--- config.mk ---
export PLATFORM = sky130hd
export DESIGN_NAME = acc_alu_datapath
export DESIGN_NICKNAME = d
export VERILOG_FILES = /design/src/rtl/acc_alu_pkg.sv /design/src/rtl/dp_load_reg.sv /design/src/rtl/dp_addsub.sv /design/src/rtl/dp_bus_select.sv /design/src/rtl/acc_alu_datapath.sv
export SDC_FILE = /design/constraint.sdc
export NUM_CORES = 1
export LEC_CHECK = 0
export BUFFER_PORTS_ARGS = -buffer_cell sky130_fd_sc_hd__buf_2
export CORE_ASPECT_RATIO = 1.1
export CORE_MARGIN = 4
export CORE_UTILIZATION = 45
export CTS_CLUSTER_SIZE = 30
export DETAILED_ROUTE_END_ITERATION = 12
export GPL_TIMING_DRIVEN = 0
export PLACE_DENSITY = 0.73
export SLEW_MARGIN = 25
export SYNTH_ARGS = -nofsm -noshare
export SYNTH_HDL_FRONTEND = slang
export SYNTH_SLANG_ARGS = --single-unit
--- constraint.sdc ---
create_clock -name clk -period 3.93 [get_ports clk]
set_input_delay 0.1965 -clock clk [delete_from_list [all_inputs] [get_ports clk]]
set_output_delay 0.1965 -clock clk [all_outputs]
set_load 0.01 [all_outputs]
--- src/rtl/acc_alu_pkg.sv ---
// Package: acc_alu_pkg
// Shared width and bus-source type for the accumulator datapath.
// Assumes one data width for every register and the bus.
package acc_alu_pkg;
    localparam int unsigned DATA_W = 8;

    typedef enum logic [1:0] {
        SRC_EXT = 2'd0,
        SRC_ACC = 2'd1,
        SRC_SUM = 2'd2
    } bus_src_e;
endpackage

--- src/rtl/dp_load_reg.sv ---
// Module: dp_load_reg
// A W-bit register with a synchronous active-low clear and an active-low
// load. Assumes the load strobe is already qualified by the caller.
module dp_load_reg #(
    parameter int unsigned W = 8
) (
    input  logic         clk,
    input  logic         rst_n,
    input  logic         ld_n,
    input  logic [W-1:0] d,
    output logic [W-1:0] q
);
    // Clear on reset, take d on load, otherwise hold.
    always_ff @(posedge clk) begin
        if (!rst_n)
            q <= '0;
        else if (!ld_n)
            q <= d;
    end

    AST_REG_CLEAR: assert property (@(posedge clk) !rst_n |=> q == '0);
    AST_REG_HOLD: assert property (@(posedge clk) disable iff (!rst_n)
        ld_n |=> $stable(q));
    AST_REG_LOAD: assert property (@(posedge clk) disable iff (!rst_n)
        !ld_n |=> q == $past(d));
endmodule

--- src/rtl/dp_addsub.sv ---
// Module: dp_addsub
// Combinational two's-complement adder-subtracter. With sub low it gives
// a + b. With sub high it gives a + ~b + 1 (the carry-in supplies the +1).
// The carry-out is dropped, so the result wraps modulo 2**W.
module dp_addsub #(
    parameter int unsigned W = 8
) (
    input  logic [W-1:0] a,
    input  logic [W-1:0] b,
    input  logic         sub,
    output logic [W-1:0] sum
);
    logic [W-1:0] b_eff;
    logic [W-1:0] cin;

    // Pick the operand polarity and carry-in, then add.
    always_comb begin
        b_eff = sub ? ~b : b;
        cin   = {{(W-1){1'b0}}, sub};
        sum   = a + b_eff + cin;
    end

    // Checks on the arithmetic identities.
    always_comb begin
        if (sub && (a == b))
            AST_SUB_SELF_ZERO: assert (sum == '0);
        if (!sub && (b == '0))
            AST_ADD_ZERO_ID: assert (sum == a);
        if (sub && (b == '0))
            AST_SUB_ZERO_ID: assert (sum == a);
    end
endmodule

--- src/rtl/dp_bus_select.sv ---
// Module: dp_bus_select
// Chooses which word this block puts on the shared bus and which word the
// registers see as the bus value. The accumulator wins over the adder when
// both are enabled, and that case raises contention. When neither drives,
// the external word is the bus value and bus_out is zero.
module dp_bus_select
    import acc_alu_pkg::*;
#(
    parameter int unsigned W = 8
) (
    input  logic         drv_acc,
    input  logic         drv_sum,
    input  logic [W-1:0] acc_q,
    input  logic [W-1:0] sum,
    input  logic [W-1:0] ext,
    output logic [W-1:0] bus_word,
    output logic [W-1:0] bus_out,
    output logic         bus_drive,
    output logic         contention
);
    bus_src_e src;

    // Decode the source by priority.
    always_comb begin
        if (drv_acc)
            src = SRC_ACC;
        else if (drv_sum)
            src = SRC_SUM;
        else
            src = SRC_EXT;
    end

    // Form the driven word, the internal bus word and the flags.
    always_comb begin
        bus_drive  = (src != SRC_EXT);
        contention = drv_acc & drv_sum;
        unique case (src)
            SRC_ACC: bus_out = acc_q;
            SRC_SUM: bus_out = sum;
            default: bus_out = '0;
        endcase
        bus_word = bus_drive ? bus_out : ext;
    end

    always_comb begin
        if (contention)
            AST_CONTENTION_ACC_WINS: assert (bus_out == acc_q);
        if (!drv_acc && !drv_sum)
            AST_IDLE_PASSES_EXT: assert (bus_word == ext && bus_out == '0);
    end
endmodule

--- src/rtl/acc_alu_datapath.sv ---
// Module: acc_alu_datapath
// Top of the accumulator datapath: the accumulator, operand register and
// display port on one shared bus, plus the adder-subtracter. Assumes the
// external sequencer drives at most one source at a time. Contention is
// flagged, not prevented.
module acc_alu_datapath
    import acc_alu_pkg::*;
(
    input  logic              clk,
    input  logic              rst_n,
    input  logic [DATA_W-1:0] bus_in,
    input  logic              ld_acc_n,
    input  logic              drv_acc,
    input  logic              sub_sel,
    input  logic              drv_sum,
    input  logic              ld_b_n,
    input  logic              ld_out_n,
    output logic [DATA_W-1:0] bus_out,
    output logic              bus_drive,
    output logic [DATA_W-1:0] led,
    output logic              contention
);
    localparam int unsigned W = DATA_W;

    logic [W-1:0] acc_q;
    logic [W-1:0] opb_q;
    logic [W-1:0] sum;
    logic [W-1:0] bus_word;
    logic         led_ld_n;

    // The display port loads only while the accumulator drives the bus.
    always_comb led_ld_n = ~(drv_acc & ~ld_out_n);

    dp_load_reg #(.W(W)) u_acc (
        .clk(clk), .rst_n(rst_n), .ld_n(ld_acc_n), .d(bus_word), .q(acc_q)
    );

    dp_load_reg #(.W(W)) u_opb (
        .clk(clk), .rst_n(rst_n), .ld_n(ld_b_n), .d(bus_word), .q(opb_q)
    );

    dp_load_reg #(.W(W)) u_led (
        .clk(clk), .rst_n(rst_n), .ld_n(led_ld_n), .d(acc_q), .q(led)
    );

    dp_addsub #(.W(W)) u_alu (
        .a(acc_q), .b(opb_q), .sub(sub_sel), .sum(sum)
    );

    dp_bus_select #(.W(W)) u_bus (
        .drv_acc(drv_acc), .drv_sum(drv_sum), .acc_q(acc_q), .sum(sum),
        .ext(bus_in), .bus_word(bus_word), .bus_out(bus_out),
        .bus_drive(bus_drive), .contention(contention)
    );

    AST_LED_NEEDS_ACC_DRIVE: assert property (@(posedge clk) disable iff (!rst_n)
        !drv_acc |=> $stable(led));
    AST_LED_TAKES_ACC: assert property (@(posedge clk) disable iff (!rst_n)
        (drv_acc && !ld_out_n) |=> led == $past(acc_q));
    AST_ACC_DRIVE: assert property (@(posedge clk) disable iff (!rst_n)
        drv_acc |-> (bus_drive && bus_out == acc_q));
    AST_ACC_FROM_EXT: assert property (@(posedge clk) disable iff (!rst_n)
        (!ld_acc_n && !drv_acc && !drv_sum) |=> acc_q == $past(bus_in));
endmodule

**Word-level counts from Yosys, hierarchy flattened**

Cells that the tools add are included.

- Bits in registers: 24
- Bits of input ports: 16
- Output and inout bits: 18

- Equal/unequal tests: 2
- Bitwise operators: 4
- Multiplexer cells: 5
- Reduce and logical (&&, ||, !) cells: 1
- Add/sub/neg operators: 2

Operators with widths:

| operator | number |
|---|---|
| 8-bit 2-to-1 mux | 2 |
| 8-bit case mux with 2 select lines | 1 |
| 8-bit by 1-bit adder with 8-bit output | 1 |
| 8-bit adder | 1 |
| 8-bit inverter | 1 |
| 2-bit 2-to-1 mux | 2 |
| 1-bit AND | 2 |
| 2-bit by 1-bit equality test with 1-bit output, second input constant | 1 |
| 2-bit equality test, second input constant | 1 |
| 2-bit nonzero test | 1 |
| 1-bit inverter | 1 |

**Longest topological paths before layout**

- Depth after elaboration: 6
- Depth in mapped cells: 10

**Hierarchy**

From an unflattened synthesis, not the netlist that was laid out.

- Cells, all modules: 167
- Area total of the unflattened synthesis: 1589.0 um2

By module, submodules not included:

| module | cells an instance | area each (um2) | instances |
|---|---|---|---|
| dp_load_reg | 25 | 301.5 | 3 |
| dp_addsub | 45 | 410.4 | 1 |
| dp_bus_select | 46 | 267.8 | 1 |
| acc_alu_datapath | 1 | 6.3 | 1 |

**Worst setup path before layout**

No wires, ideal clock.

- Path type: flip-flop to output port
- Start point: register u_opb.q[0]
- End point: output bus_out[6]
- Cell stages (with the launch flop): 10
- Slack: 1.590 ns
- Arrival time: 2.144 ns
- Required time: 3.733 ns
- Buffers on the path: 0
- Cells stage by stage: dfxtp_1 mux2i_2 inv_1 fa_1 a21o_1 a21oi_2 o21bai_1 a21oi_1 xnor2_1 o31ai_1

- Word-level cells in the longest chain between the ends: 5

Ends and longest elaborated chain:

| item | line | source |
|---|---|---|
| start: declaration | dp_load_reg.sv:11 | `output logic [W-1:0] q` |
| start signal: assignment | dp_load_reg.sv:16 | `q <= '0;` |
| start signal: assignment | dp_load_reg.sv:18 | `q <= d;` |
| 8-bit inverter | dp_addsub.sv:18 | `b_eff = sub ? ~b : b;` |
| 8-bit 2-to-1 mux * | dp_addsub.sv:18 |  |
| 8-bit adder * | dp_addsub.sv:20 | `sum = a + b_eff + cin;` |
| 8-bit by 1-bit adder with 8-bit output * | dp_addsub.sv:20 |  |
| 8-bit case mux with 2 select lines * | dp_bus_select.sv:37 | `unique case (src)` |
| end: declaration | acc_alu_datapath.sv:18 | `output logic [DATA_W-1:0] bus_out,` |

Every way passes the cells marked *; elsewhere a longest branch is shown, timed or not.

**Worst setup path after layout**

Same ends and word-level chain as after synthesis.

==> flow_summary.ini <==
[place]
io_buffers = 30
place.gp.congestion = 0.882
hpwl_um = 2780

[die]
die-area_sq_um = 4490
start_util = 0.470
die_height_um = 69.9
core_sq_um = 3330
io_pins = 34
rows = 22
fp.dieW_um = 64.3

[route]
ant_nets = 0
totalWireLength_um = 3730
via_count = 1418
dr.pass1.iters = 4
viasPerCell = 5.18
drtIter0Drc = 57
routedWlPerCell_um = 13.6
remaining_drc_errors = 0

[finish]
syn2layout_area_growth_pct = 16.8
diodes = 0
multiInputGateArea_sq_um = 983
design.final.nets = 250
fillCellCount = 334
ff_latch_area_sq_um = 480
drive_gt1_frac = 0.195

[clocking]
cts-buffers-inserted = 3
cts_sinks = 24
path_clk_slew_ns = 0.14
ctsHoldBuffers = 0
cts_max_level = 1
cts_resized = 0
cts_max_path_buffers = 2
postCtsSetupBuffers = 0
clock_latency_ns = 0.33
cts_tree = built
clockRootBuffer = clkbuf_4

[setup_path]
cp-end-kind = output port
cpMaxStageDelayCell = dfxtp_1
crit_chain = mux2i_2, inv_1, fa_1, a21o_1, a21oi_2, o21bai_1, a21oi_1, xnor2_1, o31ai_1, buf_2
crit_type = reg2out
crit_buf_inv = 2
crit_fanout = 4
start_kind = flip-flop
arrival_ns = 2.76
critPathMaxStageDelay_ns = 0.43
crit_required_ns = 3.73
crit_family = compound AO/OA/AOI/OAI gates

[yosys]
synth_simple_gate_area_frac = 0.188
syn-cell-area_sq_um = 1570
synth_compound_area_frac = 0.292
synth_top_family_by_area = compound AO/OA/AOI/OAI gates
avgSynthCellArea_sq_um = 8.16
muxShareOfSynthArea = 0.00879
synth_xor_area_frac = 0.0775
ys_seq_area_frac = 0.307
syn_nets = 215
synth_ff_type = dfxtp_1
ys.warnings.count = 0
synthCells = 192
synth_edf_count = 0
ys_seq_elements = 24
synthArstFlopShare = 0
synthDistinctLibCells = 44
synth_fa_ha_area_frac = 0.0607

[worst_hold_path]
hold_class = in2reg

[grt]
antenna_found_initial = 0
grt_pass1_wl_um = 6440
grt_usage = 0.179
grt_pass1_vias = 1363
grt_max_degree = 15
overflow = 0

[sta]
drv_slew = 0
max_clock_freq_mhz = 338
fin_skew_ns = 0.00216
min_period_over_period = 0.752
max_slew_margin = 0.563
rsz0062_at_grt = no
setup_viol = 0
worst_slew_pin_slew_ns = 0.654
period_minus_slack_ns = 2.95
tns_ns = 0
hold_violations = 0

[job]
cap_viol_max_count = 0

[power_and_ir_drop]
total_power_mw = 0.675
vdd_drop_max_mv = 0.399
power.leakage_nw = 0.850
power_density_nw_per_um2 = 369

[run_status]
status = complete, no violations
registers in the layout, indices dropped and copies added, names as in the netlist:
register	flops
u_acc.q	8
u_led.q	8
u_opb.q	8
kinds of logic (layout without fill, tap and decap cells):
kind of cell             after synthesis  in the layout
adder cells (fa/ha/maj)                7              7
XOR/XNOR                              13             13
AO/OA/AOI/OAI                         68             68
flip-flops                            24             24
multiplexers                           1              1
buffers and inverters                 19             53
AND/OR/NAND/NOR                       60             60
worst reg2reg max path, delay by kind of cell, from the launching register on:
| family | cells | cell delay (ns) |
|---|---|---|
| AND/OR/NAND/NOR | 1 | 0.39 |
| multiplexers | 1 | 0.33 |
| flip-flops | 1 | 0.43 |
| buffers and inverters | 1 | 0.09 |
| adder cells (fa/ha/maj) | 1 | 0.42 |
| AO/OA/AOI/OAI | 4 | 0.83 |
layout by cell type, fill, tap and decap left out, types with 4 or more instances in the layout:
| cell | n |
|---|---|
| a21boi_1 | 8 |
| a21oi_1 | 12 |
| a22o_1 | 5 |
| and2_1 | 7 |
| buf_2 | 31 |
| buf_6 | 4 |
| clkbuf_1 | 6 |
| dfxtp_1 | 24 |
| ha_1 | 6 |
| inv_1 | 8 |
| nand2_1 | 30 |
| nand2b_1 | 6 |
| o21ai_0 | 13 |
| o21ai_1 | 9 |
| xor2_1 | 9 |
power breakdown:
group | total (mW) | leakage, nW | switching, mW | internal, mW
clock | 0.185 | 0.0279 | 0.0813 | 0.103
sequential | 0.273 | 0.196 | 0.0147 | 0.258
combinational | 0.217 | 0.626 | 0.122 | 0.0954
path summary, 6_finish.rpt:
check                          start                      end  slack, ns  cells after the start
max          u_opb.q[0]$_SDFFE_PN0N_               bus_out[6]       0.98                     10
min reg2reg  u_led.q[5]$_SDFFE_PN0P_  u_led.q[5]$_SDFFE_PN0P_       0.46                      2
max reg2reg  u_opb.q[0]$_SDFFE_PN0N_  u_opb.q[6]$_SDFFE_PN0N_       1.35                      8
min                           ld_b_n  u_opb.q[4]$_SDFFE_PN0N_       0.12                      2
per-stage QoR:
| stage | hold WS, ns | area [sq um] | util | std cells | setup WS, ns |
|---|---|---|---|---|---|
| 2_1_floorplan | 0.335 | 1570 | - | 192 | 1.59 |
| 3_5_place_dp | 0.443 | 1780 | 0.533 | 270 | 1.40 |
| 5_1_grt | 0.116 | 1830 | 0.549 | 274 | 0.801 |
| 6_report | 0.123 | 1830 | 0.549 | 274 | 0.975 |
| 4_1_cts | 0.126 | 1830 | 0.549 | 274 | 0.991 |
| 3_3_place_gp | 0.438 | 1780 | 0.533 | 270 | 1.41 |
cells in the mapped netlist, drive strengths merged (3+ instances only):
cell type / instances / area share
nand2: 30 / 0.072
dfxtp: 24 / 0.31
o21ai: 22 / 0.070
a21oi: 14 / 0.050
xor2: 10 / 0.061
a21boi: 8 / 0.038
inv: 8 / 0.019
and2: 7 / 0.028
clkbuf: 6 / 0.014
ha: 6 / 0.048
nand2b: 6 / 0.024
a22o: 5 / 0.028
buf: 5 / 0.032
a21o: 3 / 0.014
nor2: 3 / 0.0072
nor2b: 3 / 0.012
xnor2: 3 / 0.017
final cells by class:
type / count / share of cell area
sequential: 24 / 0.263
multi-input combinational: 149 / 0.538
inverter: 8 / 0.0164
buffer: 11 / 0.0397
clock inverter: 1 / 0.0164
timing repair buffer: 30 / 0.0821
tap: 48 / 0.0328
clock buffer: 3 / 0.0123
routing by layer:
metal / vias up / global-route usage / part of all wire
met3: 7 / 0.0322 / 0.052
met5: - / 0 / 0
met4: 0 / 0.0423 / 0.011
li1: 740 / - / -
met1: 636 / 0.236 / 0.47
met2: 35 / 0.300 / 0.47
No activity file was read; power rests on OpenSTA's default activity.
